$ cat src/rtl/eeprom_guard_pkg.sv
package eeprom_guard_pkg;

  // Address falls in the lower (software-protectable) half of a 2**aw space.
  function automatic logic in_low_half(input logic [15:0] addr, input int unsigned aw);
    logic [16:0] half;
    half = 17'd1 << (aw - 1);
    return ({1'b0, addr} < half);
  endfunction

  // Pin qualifier for reversible-flag commands.
  function automatic logic hv_qualified(input logic hv, input logic p1, input logic p2,
                                        input logic p1_req, input logic p2_req);
    return hv && (p1 == p1_req) && (p2 == p2_req);
  endfunction

  // Status byte: inverted flags in the two lowest bits, zeros above.
  function automatic logic [7:0] status_pack(input logic perm, input logic rev);
    return {6'b000000, ~perm, ~rev};
  endfunction

endpackage

$ cat src/rtl/guard_flags.sv
module guard_flags
  import eeprom_guard_pkg::*;
#(
  parameter logic A1_REQ = 1'b0,
  parameter logic A2_REQ = 1'b0
) (
  input  logic clk,
  input  logic rst_n,
  input  logic wp_pin,
  input  logic perm_set,
  input  logic rev_set,
  input  logic rev_clr,
  input  logic a0_hv,
  input  logic a1_lvl,
  input  logic a2_lvl,
  output logic perm_q,
  output logic rev_q,
  output logic reject_q
);

  logic rev_ok;
  logic any_cmd;
  logic perm_d;
  logic rev_d;

  assign rev_ok  = !wp_pin && hv_qualified(a0_hv, a1_lvl, a2_lvl, A1_REQ, A2_REQ);
  assign any_cmd = perm_set || rev_set || rev_clr;

  always_comb begin
    perm_d = perm_q || (perm_set && !wp_pin);
    rev_d  = rev_q;
    if (rev_ok) begin
      if (rev_set)      rev_d = 1'b1;
      else if (rev_clr) rev_d = 1'b0;
    end
  end

  always_ff @(posedge clk or negedge rst_n) begin
    if (!rst_n) begin
      perm_q   <= 1'b0;
      rev_q    <= 1'b0;
      reject_q <= 1'b0;
    end else begin
      perm_q   <= perm_d;
      rev_q    <= rev_d;
      reject_q <= wp_pin && any_cmd;
    end
  end

  // permanent flag never falls once set
  p_perm_sticky_r5: assert property (@(posedge clk) disable iff (!rst_n)
    perm_q |=> perm_q);

  // reversible flag only moves under the high-voltage qualifier
  p_rev_needs_hv_r6: assert property (@(posedge clk) disable iff (!rst_n)
    (rev_q != $past(rev_q)) |-> $past(!wp_pin && a0_hv && a1_lvl == A1_REQ && a2_lvl == A2_REQ));

  // protect pin freezes both flags
  p_wp_freezes_r8: assert property (@(posedge clk) disable iff (!rst_n)
    wp_pin |=> $stable({perm_q, rev_q}));

  // reject only follows a command seen under the protect pin
  p_reject_cause_r8: assert property (@(posedge clk) disable iff (!rst_n)
    reject_q |-> $past(wp_pin && (perm_set || rev_set || rev_clr)));

endmodule

$ cat src/rtl/guard_gate.sv
module guard_gate
  import eeprom_guard_pkg::*;
#(
  parameter int unsigned ADDR_W = 8
) (
  input  logic              wp_pin,
  input  logic [ADDR_W-1:0] wr_addr,
  input  logic              perm_q,
  input  logic              rev_q,
  output logic              allow_write
);

  logic low_half;
  logic sw_block;

  assign low_half    = in_low_half(16'(wr_addr), ADDR_W);
  assign sw_block    = low_half && (perm_q || rev_q);
  assign allow_write = !wp_pin && !sw_block;

  // protect pin overrides everything
  always_comb begin
    if (wp_pin) p_wp_blocks_r2: assert (!allow_write);
  end

  // upper half never blocked by software flags
  always_comb begin
    if (!wp_pin && !low_half) p_upper_free_r4: assert (allow_write);
  end

endmodule

$ cat src/rtl/eeprom_guard.sv
module eeprom_guard
  import eeprom_guard_pkg::*;
#(
  parameter int unsigned ADDR_W = 8,
  parameter logic        A1_REQ = 1'b0,
  parameter logic        A2_REQ = 1'b0
) (
  input  logic              clk,
  input  logic              rst_n,
  input  logic              wp_pin,
  input  logic [ADDR_W-1:0] wr_addr,
  input  logic              perm_set,
  input  logic              rev_set,
  input  logic              rev_clr,
  input  logic              a0_hv,
  input  logic              a1_lvl,
  input  logic              a2_lvl,
  output logic              allow_write,
  output logic [7:0]        flag_status,
  output logic              cmd_reject
);

  logic perm_q;
  logic rev_q;

  guard_flags #(
    .A1_REQ (A1_REQ),
    .A2_REQ (A2_REQ)
  ) u_flags (
    .clk      (clk),
    .rst_n    (rst_n),
    .wp_pin   (wp_pin),
    .perm_set (perm_set),
    .rev_set  (rev_set),
    .rev_clr  (rev_clr),
    .a0_hv    (a0_hv),
    .a1_lvl   (a1_lvl),
    .a2_lvl   (a2_lvl),
    .perm_q   (perm_q),
    .rev_q    (rev_q),
    .reject_q (cmd_reject)
  );

  guard_gate #(
    .ADDR_W (ADDR_W)
  ) u_gate (
    .wp_pin      (wp_pin),
    .wr_addr     (wr_addr),
    .perm_q      (perm_q),
    .rev_q       (rev_q),
    .allow_write (allow_write)
  );

  assign flag_status = status_pack(perm_q, rev_q);

  // a permitted low-half write implies both status bits read unprotected
  p_status_low_ok_r7: assert property (@(posedge clk) disable iff (!rst_n)
    (allow_write && (wr_addr < ADDR_W'(1 << (ADDR_W - 1)))) |-> (flag_status[1:0] == 2'b11));

  // upper status bits are never driven
  p_status_upper_r7: assert property (@(posedge clk) disable iff (!rst_n)
    (cmd_reject || !cmd_reject) |-> (flag_status[7:2] == 6'd0));

endmodule

$ cat config.mk
export PLATFORM = sky130hd
export DESIGN_NAME = eeprom_guard
export DESIGN_NICKNAME = d
export VERILOG_FILES = /design/src/rtl/eeprom_guard_pkg.sv /design/src/rtl/guard_flags.sv /design/src/rtl/guard_gate.sv /design/src/rtl/eeprom_guard.sv
export SDC_FILE = /design/constraint.sdc
export NUM_CORES = 1
export LEC_CHECK = 0
export BUFFER_PORTS_ARGS = -buffer_cell sky130_fd_sc_hd__buf_2
export CAP_MARGIN = 20
export CORE_AREA = 4 4 41 43
export CTS_CLUSTER_SIZE = 28
export DETAILED_ROUTE_END_ITERATION = 10
export DIE_AREA = 0 0 45 47
export PLACE_DENSITY_LB_ADDON = 0.05
export REMOVE_ABC_BUFFERS = 1
export SLEW_MARGIN = 10
export SYNTH_ARGS = -nofsm -noshare
export SYNTH_HDL_FRONTEND = slang
export SYNTH_SLANG_ARGS = --single-unit
$ cat constraint.sdc
create_clock -name clk -period 1.39 [get_ports clk]
set_input_delay 0.417 -clock clk [delete_from_list [all_inputs] [get_ports clk]]
set_output_delay 0.417 -clock clk [all_outputs]
set_load 0.1 [all_outputs]
* Yosys cells after proc, flatten, opt, wreduce, memory -nomap -nowiden *
Cells that the tools add are included.

storage, ports and cells
  input bits = 17
  word-level logic and storage cells = 25
  register bits = 3
  output and inout port bits = 10

operators by class
  mux-type cells = 2
  bitwise operators = 4
  $lt $le $gt $ge = 1
  reduce and logical (&&, ||, !) cells = 15

operators by type and width
  kind                count
  $lt 8x8->1 const B  1
  $logic_and 1x1->1   7
  $logic_or 1x1->1    4
  $not 1->1           4
  $logic_not 1->1     2
  $mux 1              2
  $reduce_and 2->1    1
  $reduce_bool 2->1   1

* Longest topological paths before layout *
  depth in word-level cells = 5
  mapped depth = 3
  depth with buffers taken out = 3

* Modules after synthesis *
A second synthesis with hierarchy kept.

unflattened totals
  cell total of the unflattened synthesis = 21
  area, all modules = 201.4 um2

by module, submodules not included
  module        instances  area each (um2)  cells each
  guard_flags   1          131.4            10
  eeprom_guard  1          56.3             9
  guard_gate    1          13.8             2

* Least setup slack after synthesis *
Ideal clock, no wire load.

  path type = register to output
  start point = register u_flags.rev_q
  end point = output port allow_write
  setup slack = -1424 ps
  cell stages (with the launch flop) = 4
  data arrival time = 2397 ps
  path buffers = 0
  data required time = 973 ps
  cell sequence = dfrtp_1 > inv_1 > a21oi_1 > nor2_1

on the way
  longest elaborated chain between the ends = 4

RTL lines
  what                    RTL line            RTL
  start, declared         guard_flags.sv:17   output logic rev_q,
  start signal, assigned  guard_flags.sv:45   rev_q <= rev_d;
  $logic_or 1x1->1        guard_gate.sv:17    assign sw_block = low_half && (perm_q || rev_q);
  $logic_and 1x1->1       guard_gate.sv:17
  $logic_not 1->1         guard_gate.sv:18    assign allow_write = !wp_pin && !sw_block;
  $logic_and 1x1->1       guard_gate.sv:18
  end, declared           eeprom_guard.sv:18  output logic allow_write,

No other way between the ends.

* Worst setup path after layout *
  start point = register u_flags.perm_q
  end point = output port allow_write

on the way
  longest elaborated chain between the ends = 4

RTL lines
  what                    RTL line           RTL
  start, declared         guard_flags.sv:16  output logic perm_q,
  start signal, assigned  guard_flags.sv:44  perm_q <= perm_d;
  $logic_or 1x1->1        guard_gate.sv:17
  $logic_and 1x1->1       guard_gate.sv:17
  $logic_not 1->1         guard_gate.sv:18
  $logic_and 1x1->1       guard_gate.sv:18

No other way between the ends.

==> impl_metrics.py <==
metrics = {
    "status": {
        "status": "complete, but fails checks",
        "violations": "negative setup slack",
    },
    "power": {
        "pwr-share-comb_pct": 49.3,
        "ir_drop_uv": 688.9,
        "clkPwrFrac_pct": 30.6,
        "powerDensity_nw_per_um2": 1309,
        "p_seq_share_pct": 20.1,
        "swShare_pct": 45.69,
        "p_leak_uw": 0.0002006,
        "p_switching_uw": 229.0,
        "internal-power_uw": 272.2,
    },
    "place": {
        "io_buffers": 13,
        "gp_congestion": 0.6285,
        "dp_slack_ns": 0.02758,
    },
    "yosys": {
        "ys_ff_latch": 3,
        "yosysWarnings": 0,
        "synth_top_family_by_area": "buffers and inverters",
        "synth_mux_area_share_pct": 0,
        "synthDistinctLibCells": 9,
        "synth-simple-area-share_pct": 18.47,
        "synth-compound-area-share_pct": 12.74,
        "syn_inst": 21,
        "synth_xor_area_share_pct": 0,
        "ys_seq_area_share_pct": 38.22,
        "synthAdderAreaFrac_pct": 0,
        "synth.avg_cell_area_um2": 9.354,
        "netlist_area_um2": 196.4,
    },
    "sta": {
        "tns_ns": -0.1063,
        "slew_violations": 0,
        "clock.fmax_ghz": 0.6892,
        "finalHoldViolations": 0,
        "setup_viol": 2,
        "rsz0062_at_grt": "yes",
        "worst_slack_ns": -0.06086,
        "skew_ns": 0,
        "fin_crit_sh_pct": 104.4,
        "fin_crit_ns": 1.451,
    },
    "global_route": {
        "antenna_found_initial": 0,
        "grtUsageMet1_pct": 6.164,
        "grtUsageMet2_pct": 7.910,
        "grt_pass1_vias": 198,
        "grt_max_degree": 4,
        "grt_use_met3_pct": 5.364,
        "grt_overflow": 0,
        "busiest_layer": "met2",
        "grt_pass1_wl_um": 814,
        "track_usage_pct": 5.934,
    },
    "setup_path": {
        "critical-path-top-delay-family": "flip-flops",
        "path_buf_inv": 2,
        "cp_cell_sequence": "inv_2, a21oi_2, nor2_2, buf_12",
        "critPathMaxStageDelay_ns": 0.38,
        "start_kind": "flip-flop",
        "worstSetupPathType": "flip-flop to output port",
        "crit_slowest_cell": "dfrtp_1",
        "cp-end-kind": "output port",
        "cp_max_fo": 2,
        "required_ns": 0.97,
        "cp.arrival_ns": 1.03,
    },
    "clock_network": {
        "numCtsBuffers": 3,
        "tritoncts": "built",
        "insertion_delay_ns": 0.23,
        "root_buffer": "clkbuf_4",
        "clk_pin_slew_ns": 0.04,
        "cts_sinks": 3,
        "clockBufferDepth": 2,
        "htreeDepth": 1,
    },
    "routing": {
        "drt_iter0_markers": 0,
        "vias_per_cell": 3.429,
        "drc_errors": 0,
        "vias": 192,
        "dr.pass1.iters": 1,
        "ant_nets": 0,
        "wirelength_um": 489,
        "routedWlPerCell_um": 8.732,
    },
    "floorplan": {
        "die_w_um": 45,
        "core_um2": 1301,
        "initial_core_util_pct": 15.10,
        "die-area_um2": 2115,
        "die_y_um": 47,
        "rows": 13,
        "ios": 27,
    },
    "finish": {
        "drive_gt1_share_pct": 58.54,
        "synthToLayoutAreaGrowth_pct": 94.90,
        "nets": 59,
        "fin_util_pct": 29.42,
        "diodes": 0,
    },
    "flow_run": {
        "max_cap_violations": 0,
    },
    "min_path": {
        "hp-class": "input port to flip-flop",
    },
}
-- stage by stage --
stage	total power (uW)	instance area, um2	hold WS [ns]	cells
floorplan	262.3	170.2	0.1214	20
CTS	508.2	382.9	0.4143	56
global route	532.1	382.9	0.4263	56
global placement	343.5	329.1	0.2160	50
detailed placement	343.9	329.1	0.2152	50
finish	501.2	382.9	0.4201	56
-- cell type report --
class	count	area [um2]
Fill cell	153	918.4
Multi-Input combinational cell	14	90.09
Sequential cell	3	75.07
Inverter	3	11.26
Tap cell	15	18.77
Timing Repair Buffer	17	161.4
Clock buffer	4	26.28
-- layout by cell type, fill, tap and decap left out --
master         instances
buf_2                  9
nor2_1                 1
nor4b_4                1
conb_1                 6
nor2_2                 1
a21oi_1                1
a21oi_2                1
clkbuf_1               1
a21o_1                 2
buf_4                  2
nor3_1                 1
dfrtp_1                3
inv_2                  2
buf_6                  1
dlygate4sd3_1          1
inv_1                  1
clkbuf_4               3
buf_12                 4
-- repair_timing --
| action | in CTS | in global routing |
|---|---|---|
| hold endpoints to repair | 3 | 0 |
| endpoints found under the setup margin | 1 | 3 |
| hold buffers | 1 | 0 |
| resized for setup | 5 | 0 |
| buffers inserted | 1 | 0 |
| pin swaps | 1 | 1 |
-- cells by family after synthesis --
group | count (synthesis)
buffers and inverters | 9
AO/OA/AOI/OAI | 4
AND/OR/NAND/NOR | 4
flip-flops | 3
other | 1
-- Yosys cell counts --
library cell	count	share of area (%)
a21o_1	2	7.6
dfrtp_1	3	38
nor4b_4	1	12
nor3_1	1	2.5
nor2_1	2	3.8
a21oi_1	2	5.1
buf_4	6	23
inv_1	3	5.7
conb_1	1	1.9
-- power groups by stage --
| stage | logic (uW) | registers (uW) | clock network [uW] |
|---|---|---|---|
| after floorplan | 150 | 113 | 0 |
| after global placement | 243 | 100 | 0 |
| after detailed placement | 244 | 100 | 0 |
| after CTS | 249 | 101 | 158 |
| after global routing | 256 | 102 | 174 |
| final | 247 | 101 | 153 |
-- layer usage --
metal  up-vias  routed length, um
li1         93                  -
met1        80                205
met2        19                178
met3         0                105
met4         0                  0
met5         -                  0
-- worst reg2reg max path, stage by stage (launching register included) --
cell	delay [ns]
dfrtp_1	0.36
inv_2	0.07
buf_4	0.12
a21oi_1	0.04
a21o_1	0.16
-- path summary, 6_finish.rpt --
check	startpoint	cells past startpoint	slack, ns	end
worst max-delay path	u_flags.perm_q	4	-0.06	allow_write
worst min-delay path	perm_set	2	0.42	u_flags.perm_q
worst max register to register	u_flags.rev_q	4	0.53	u_flags.rev_q
worst min register to register	u_flags.perm_q	1	0.48	u_flags.perm_q
max in group asynchronous	rst_n	2	0.78	u_flags.reject_q
min in group asynchronous	rst_n	2	0.50	u_flags.perm_q
-- flip-flops by register name, indices dropped and copies added (netlist names) --
signal and cells:
u_flags.reject_q 1, u_flags.rev_q 1, u_flags.perm_q 1
No activity file was read; power rests on OpenSTA's default activity.
